## src/rtl/win_watchdog.sv

```systemverilog
module win_watchdog #(
  parameter int CNT_W  = 32,
  parameter int ADDR_W = 5
) (
  input  logic              clk,
  input  logic              rst_n,
  input  logic              wr_en,
  input  logic [ADDR_W-1:0] wr_addr,
  input  logic [31:0]       wr_data,
  input  logic              rd_en,
  input  logic [ADDR_W-1:0] rd_addr,
  output logic [31:0]       rd_data,
  output logic              irq,
  output logic              rst_req
);

  localparam logic [ADDR_W-1:0] A_KEY   = ADDR_W'(5'h00);
  localparam logic [ADDR_W-1:0] A_CTRL  = ADDR_W'(5'h04);
  localparam logic [ADDR_W-1:0] A_SHUT  = ADDR_W'(5'h0C);
  localparam logic [ADDR_W-1:0] A_OPEN  = ADDR_W'(5'h10);
  localparam int B_EN   = 0;
  localparam int B_KICK = 8;
  localparam int B_FLAG = 16;

  typedef enum logic [1:0] {PH_IDLE, PH_SHUT, PH_OPEN} phase_t;

  phase_t           phase_q;
  logic [CNT_W-1:0] cnt_q, shut_len_q, open_len_q;
  logic             key_q, en_q, flag_q, req_q;

  logic ctrl_ok, en_d, kick, start, last, bad, good, reload;

  assign ctrl_ok = wr_en && wr_addr == A_CTRL && key_q;
  assign en_d    = ctrl_ok ? wr_data[B_EN] : en_q;
  assign kick    = ctrl_ok && wr_data[B_KICK] && wr_data[B_EN] && en_q;
  assign start   = ctrl_ok && wr_data[B_EN] && !en_q;
  assign last    = cnt_q <= CNT_W'(1);
  assign bad     = en_q && en_d &&
                   ((kick && phase_q == PH_SHUT) ||
                    (!kick && phase_q == PH_OPEN && last));
  assign good    = kick && phase_q == PH_OPEN;
  assign reload  = start || bad || good;

  always_ff @(posedge clk or negedge rst_n) begin
    if (!rst_n) begin
      key_q <= 1'b0;
    end else if (wr_en && wr_addr == A_KEY) begin
      key_q <= wr_data[0];
    end else if (ctrl_ok) begin
      key_q <= 1'b0;
    end
  end

  always_ff @(posedge clk or negedge rst_n) begin
    if (!rst_n) begin
      shut_len_q <= '0;
      open_len_q <= '0;
    end else if (wr_en && !en_q) begin
      if (wr_addr == A_SHUT) shut_len_q <= wr_data[CNT_W-1:0];
      if (wr_addr == A_OPEN) open_len_q <= wr_data[CNT_W-1:0];
    end
  end

  always_ff @(posedge clk or negedge rst_n) begin
    if (!rst_n) begin
      en_q    <= 1'b0;
      phase_q <= PH_IDLE;
      cnt_q   <= '0;
    end else begin
      en_q <= en_d;
      if (!en_d) begin
        phase_q <= PH_IDLE;
        cnt_q   <= '0;
      end else if (reload) begin
        if (shut_len_q == '0) begin
          phase_q <= PH_OPEN;
          cnt_q   <= open_len_q;
        end else begin
          phase_q <= PH_SHUT;
          cnt_q   <= shut_len_q;
        end
      end else if (phase_q == PH_SHUT && last) begin
        phase_q <= PH_OPEN;
        cnt_q   <= open_len_q;
      end else begin
        cnt_q <= cnt_q - CNT_W'(1);
      end
    end
  end

  always_ff @(posedge clk or negedge rst_n) begin
    if (!rst_n) begin
      flag_q <= 1'b0;
      req_q  <= 1'b0;
    end else begin
      req_q <= bad;
      if (bad) flag_q <= 1'b1;
      else if (ctrl_ok && wr_data[B_FLAG]) flag_q <= 1'b0;
    end
  end

  always_comb begin
    rd_data = '0;
    if (rd_en) begin
      case (rd_addr)
        A_KEY:  rd_data[0] = key_q;
        A_CTRL: begin
          rd_data[B_EN]   = en_q;
          rd_data[B_FLAG] = flag_q;
        end
        A_SHUT: rd_data[CNT_W-1:0] = shut_len_q;
        A_OPEN: rd_data[CNT_W-1:0] = open_len_q;
        default: rd_data = '0;
      endcase
    end
  end

  assign irq     = flag_q;
  assign rst_req = req_q;

  p_key_drops_r2: assert property (@(posedge clk) disable iff (!rst_n)
    (wr_en && wr_addr == A_CTRL && key_q) |=> !key_q);

  p_len_frozen_r3: assert property (@(posedge clk) disable iff (!rst_n)
    en_q |=> ($stable(shut_len_q) && $stable(open_len_q)));

  p_early_kick_r6: assert property (@(posedge clk) disable iff (!rst_n)
    (en_q && phase_q == PH_SHUT && wr_en && wr_addr == A_CTRL && key_q &&
     wr_data[B_EN] && wr_data[B_KICK]) |=> (rst_req && irq));

  p_req_flags_r7: assert property (@(posedge clk) disable iff (!rst_n)
    rst_req |-> irq);

  p_idle_quiet_r9: assert property (@(posedge clk) disable iff (!rst_n)
    !en_q |=> !rst_req);

  p_phase_idle_r9: assert property (@(posedge clk) disable iff (!rst_n)
    (phase_q == PH_IDLE) == !en_q);

endmodule

```

## config.mk

```make
export PLATFORM = sky130hd
export DESIGN_NAME = win_watchdog
export DESIGN_NICKNAME = d
export VERILOG_FILES = /design/src/rtl/win_watchdog.sv
export SDC_FILE = /design/constraint.sdc
export NUM_CORES = 1
export LEC_CHECK = 0
export CAP_MARGIN = 20
export CORE_UTILIZATION = 35
export DETAILED_ROUTE_END_ITERATION = 10
export DONT_BUFFER_PORTS = 1
export PLACE_DENSITY_LB_ADDON = 0.3
export SLEW_MARGIN = 20
export SYNTH_ARGS = -nofsm -noshare
export SYNTH_HDL_FRONTEND = slang
export SYNTH_SLANG_ARGS = --single-unit
```

## constraint.sdc

```tcl
create_clock -name clk -period 3.7 [get_ports clk]
set_input_delay 0.74 -clock clk [delete_from_list [all_inputs] [get_ports clk]]
set_output_delay 0.74 -clock clk [all_outputs]
set_load 0.05 [all_outputs]
```

Yosys cells after proc, flatten, opt, wreduce, memory -nomap -nowiden
Cells that the tools add are included.
- memory bits (read-only): 0
- register bits after elaboration: 102
- bits in latches: 0
- input bits: 46
- RAM bits: 0
- memories: 0
- equal/unequal tests: 9
- reductions and logical operators: 29
- bitwise gates (word level): 0
- shift-type cells: 0
- order comparisons: 1
- multipliers: 0
- div/mod/pow operators: 0
- muxes and demuxes: 18
- $add $sub $neg: 1
- operators with widths (operator ; number):
    2-to-1 mux 32 bit ; 5
    one-hot mux 15 bit (2 select lines) ; 2
    less-or-equal comparator 32 x 1 -> 1 bit, second input constant ; 1
    logical NOT 32 bit ; 1
    subtractor 32 x 1 -> 32 bit, second input constant ; 1
    logical AND 1 bit ; 17
    == test 5 x 3 -> 1 bit, second input constant ; 2
    == test 5 x 4 -> 1 bit, second input constant ; 2
    == test 5 bit, second input constant ; 2
    logical NOT 5 bit ; 2
    2-to-1 mux 2 bit ; 4
    2-to-1 mux 1 bit ; 5
    one-hot mux 1 bit (4 select lines) ; 1
    AND reduction 2 bit ; 2
    nonzero test 2 bit ; 2
    logical OR 1 bit ; 3
    inequality test 3 x 1 -> 1 bit, second input constant ; 1
    one-hot mux 1 bit (3 select lines) ; 1
    == test 2 x 1 -> 1 bit, second input constant ; 1
    == test 2 bit, second input constant ; 1
    logical NOT 1 bit ; 2

Logic depth before layout (Yosys ltp)
- word-level depth: 15
- mapped depth: 11

Worst setup path before layout
Ideal clock, no wire load.
- path kind: input to output
- from: in rd_addr[4]
- to: out rd_data[10]
- path slack: 498 ps
- required time: 2960 ps
- stages on the path: 5
- arrival: 2462 ps
- cell sequence: nor4b_1 and2_1 clkbuf_1 a22oi_1 nor2b_1
- word-level cells in the longest chain between the ends: 3
- ends and longest elaborated chain (element ; line ; RTL):
    start, declared ; 11 ; input logic [ADDR_W-1:0] rd_addr,
    == test 5 bit or == test 5 x 4 -> 1 bit (tied branches) ; 105 ; case (rd_addr)
    one-hot mux 15 bit (2 select lines) (*) ; 105 ;
    2-to-1 mux 32 bit (*) ; 104 ; if (rd_en) begin
    end, declared ; 12 ; output logic [31:0] rd_data,
Mark *: on every way between the ends. The rest lies on a longest branch, timed or not.

Worst setup path after layout
- from: in rd_addr[4]
- to: out rd_data[8]
The elaborated chain is that of the path after synthesis.

==> metrics <==
post-synth top area share=0.4389; area post-placement=roughly 6300 um^2; Post-Syn Nets=a little over 600; die area=roughly 17,000 um^2; top post-synthesis cells by area=dfrtp_1, mux2_2, a221oi_1, a311oi_1, a22oi_1; IO buf count=0; clock skew=0.006991 ns; vias in the first global route=between 4,000 and 5,000; NetSw=roughly 0.0011 W; endpoints failing setup=0; Congestion Overflow GR=0; reported max-cap violation count=0; internal power=approximately 0.0021 W; unrepaired setup endpoints after global routing=false; initial detailed-routing violation count=293; commonest cells after routing, fill and taps aside=dfrtp_1, mux2_2, nand2_1; CP dominant cell by count=buf_4; number of synthesized register bits=about 100; htree depth=3; status=finished clean; Top FF cell, synth=dfrtp_1; Power Density=492.0 nW/um^2; Die Ht=130.9 um; post-cts sizing count=0; Worst path slowest cell=nor4b_1; effective utilization at floorplan=0.3622; CP max stage delay=between 0.4 and 0.5 ns; register area share after synthesis=0.4389; Max Fclk=roughly 330 MHz; Post-Syn Area=5816 um^2; Die W=between 100 and 150 um; Comb pwr share=0.257; nets=630; Reg clk slew, reported paths=0.07 ns; fill cell count=between 1,500 and 2,000; maximum vdd drop=around 0.00023 V; final instance area=between 6000 and 7000 um^2; WL final=16,210 um; critical setup path kind=in2out; clock sink count=between 100 and 150; Tmin final=3.027 ns; Area Growth Syn to Fin=12.87%; crit-path cells=nor4b_1, and2_1, buf_4, a22oi_1, nor2b_1, buf_4; multi-input logic area=approximately 3000 um^2; Vias per Instance=approximately 6.2; dpl hpwl=10,990 um; sequential share of power=0.460; DRC=0; Max clock buf depth=2; GRT Util Overall=0.1980; Final Max Slew Viols=0; Critical Path RT=2.96 ns; Rel. slew slack=0.5243; via count=roughly 5,000; most common cell after layout, fill and taps aside=dfrtp_1; ys async rst share=1.000; Mapped Cells=569; crit end category=primary output; top-level port count=80; TritonCTS clock tree=built; Yosys warning total=0; Post-Place Worst Slack=~0.69 ns; static leakage=2.806 nW; hold_buf cts=0; Sw Ratio=0.3468; Num CTS Buffers=9; Post-Syn Area per Cell=~10 um^2; setup ws final=approximately 0.67 ns; CP Max Fanout=30; register area=about 2600 um^2; EDFF count, synth=0; Worst EP arrival=between 2 and 2.5 ns; GP Congestion=roughly 0.86; post-synth cell types=50; first-pass iteration count of the detailed router=5; pin count of the biggest net entering global routing=about 100; clock latency on the worst-skew pair=0.35 ns; antenna violations before repair=0; clock power share=0.282; area leader, netlist=dfrtp_1; Site Rows=46; root buf cell=clkbuf_16; DR WL/cell=about 20 um; layout cells sized above 1=0.2436; Final ANT Viol Nets=0; setup_tns=0 ns; final hold vios=0; CORE AREA=between 15,000 and 20,000 um^2; overall power=~0.0032 W; postcts setup bufs=0; Final period util=0.8181; Tightest Pin Transition=0.7136 ns; Antenna diodes=0; critical path launch point type=primary input; hold crit path type=in2async; global-route wire length before repair=26,000 um
## worst max-delay path, delay by kind of cell
| kind | cells | cell delay [ns] |
|---|---|---|
| compound gates | 1 | 0.15 |
| simple gates | 3 | 0.84 |
| buf+inv | 2 | 0.55 |
## final cells by class
class / instances / area share
multi-input combinational: 415 / 0.4684
sequential: 102 / 0.3889
timing repair buffer: 48 / 0.05490
tap: 216 / 0.04117
clock buffer: 9 / 0.03431
clock inverter: 7 / 0.008959
inverter: 6 / 0.003431
## registers in the layout (all words and copies together), names as in the netlist
signal,count
open_len_q,32
irq,1
en_q,1
phase_q,2
key_q,1
rst_req,1
cnt_q,32
shut_len_q,32
## power groups by stage
| stage | registers (W) | logic [W] | clock network, W |
|---|---|---|---|
| 6_report | 0.00149 | 0.000831 | 0.000912 |
| 2_1_floorplan | 0.00142 | 0.000656 | 0 |
| 4_1_cts | 0.00148 | 0.000828 | 0.000938 |
| 3_5_place_dp | 0.00150 | 0.000819 | 0 |
| 5_1_grt | 0.00151 | 0.000918 | 0.000976 |
| 3_3_place_gp | 0.00149 | 0.000805 | 0 |
## cell usage after synthesis, types with 5 or more instances
master and n:
o21ai_0 20, mux2_2 65, nor4_1 29, nor2b_1 35
nor2_1 15, dfrtp_1 102, nand2_1 57, o31a_1 11
or2_2 5, inv_1 6, a221oi_1 32, clkbuf_1 40
nand4_1 10, a22oi_1 32, xnor2_1 9, nor3_1 7
a311oi_1 29, nand3_1 6
## logic make-up (layout without fill, tap and decap cells)
logic type / after synthesis / after routing / synth area share
AO/OA/AOI/OAI: 146 / 146 / 0.1964
buffers and inverters: 52 / 70 / 0.03700
multiplexers: 67 / 67 / 0.1293
adder cells (fa/ha/maj): 2 / 2 / 0.004302
XOR/XNOR: 12 / 12 / 0.01807
AND/OR/NAND/NOR: 188 / 188 / 0.1760
flip-flops: 102 / 102 / 0.4389
## final timing paths
| path | to | cells past startpoint | start | slack (ns) |
|---|---|---|---|---|
| max | rd_data[8] | 6 | rd_addr[4] | 0.67 |
| min | shut_len_q[22]$_DFFE_PN0P_ | 0 | rst_n | 0.08 |
| max reg2reg | cnt_q[6]$_DFF_PN0_ | 6 | cnt_q[3]$_DFF_PN0_ | 0.92 |
| min reg2reg | key_q$_DFFE_PN0P_ | 2 | key_q$_DFFE_PN0P_ | 0.57 |
| max in group asynchronous | cnt_q[10]$_DFF_PN0_ | 0 | rst_n | 3.43 |
| min in group clk | shut_len_q[29]$_DFFE_PN0P_ | 1 | wr_data[29] | 0.53 |
## per-layer routing
layer | vias to the layer above | track usage | routed length (um)
li1 | 2246 | - | -
met1 | 2512 | 0.2711 | 7439
met2 | 192 | 0.3050 | 7317
met3 | 30 | 0.04601 | 1090
met4 | 0 | 0.07235 | 361
met5 | - | 0 | 0
## metrics by stage
| step | cells | hold slack, ns | utilization |
|---|---|---|---|
| floorplan | 569 | 0.4444 | - |
| global placement | 787 | 0.4466 | 0.3910 |
| detailed placement | 787 | 0.4459 | 0.3910 |
| CTS | 803 | 0.06707 | 0.4087 |
| global route | 803 | 0.06168 | 0.4088 |
| finish | 803 | 0.08061 | 0.4088 |
(Power assumes the default switching activity.)
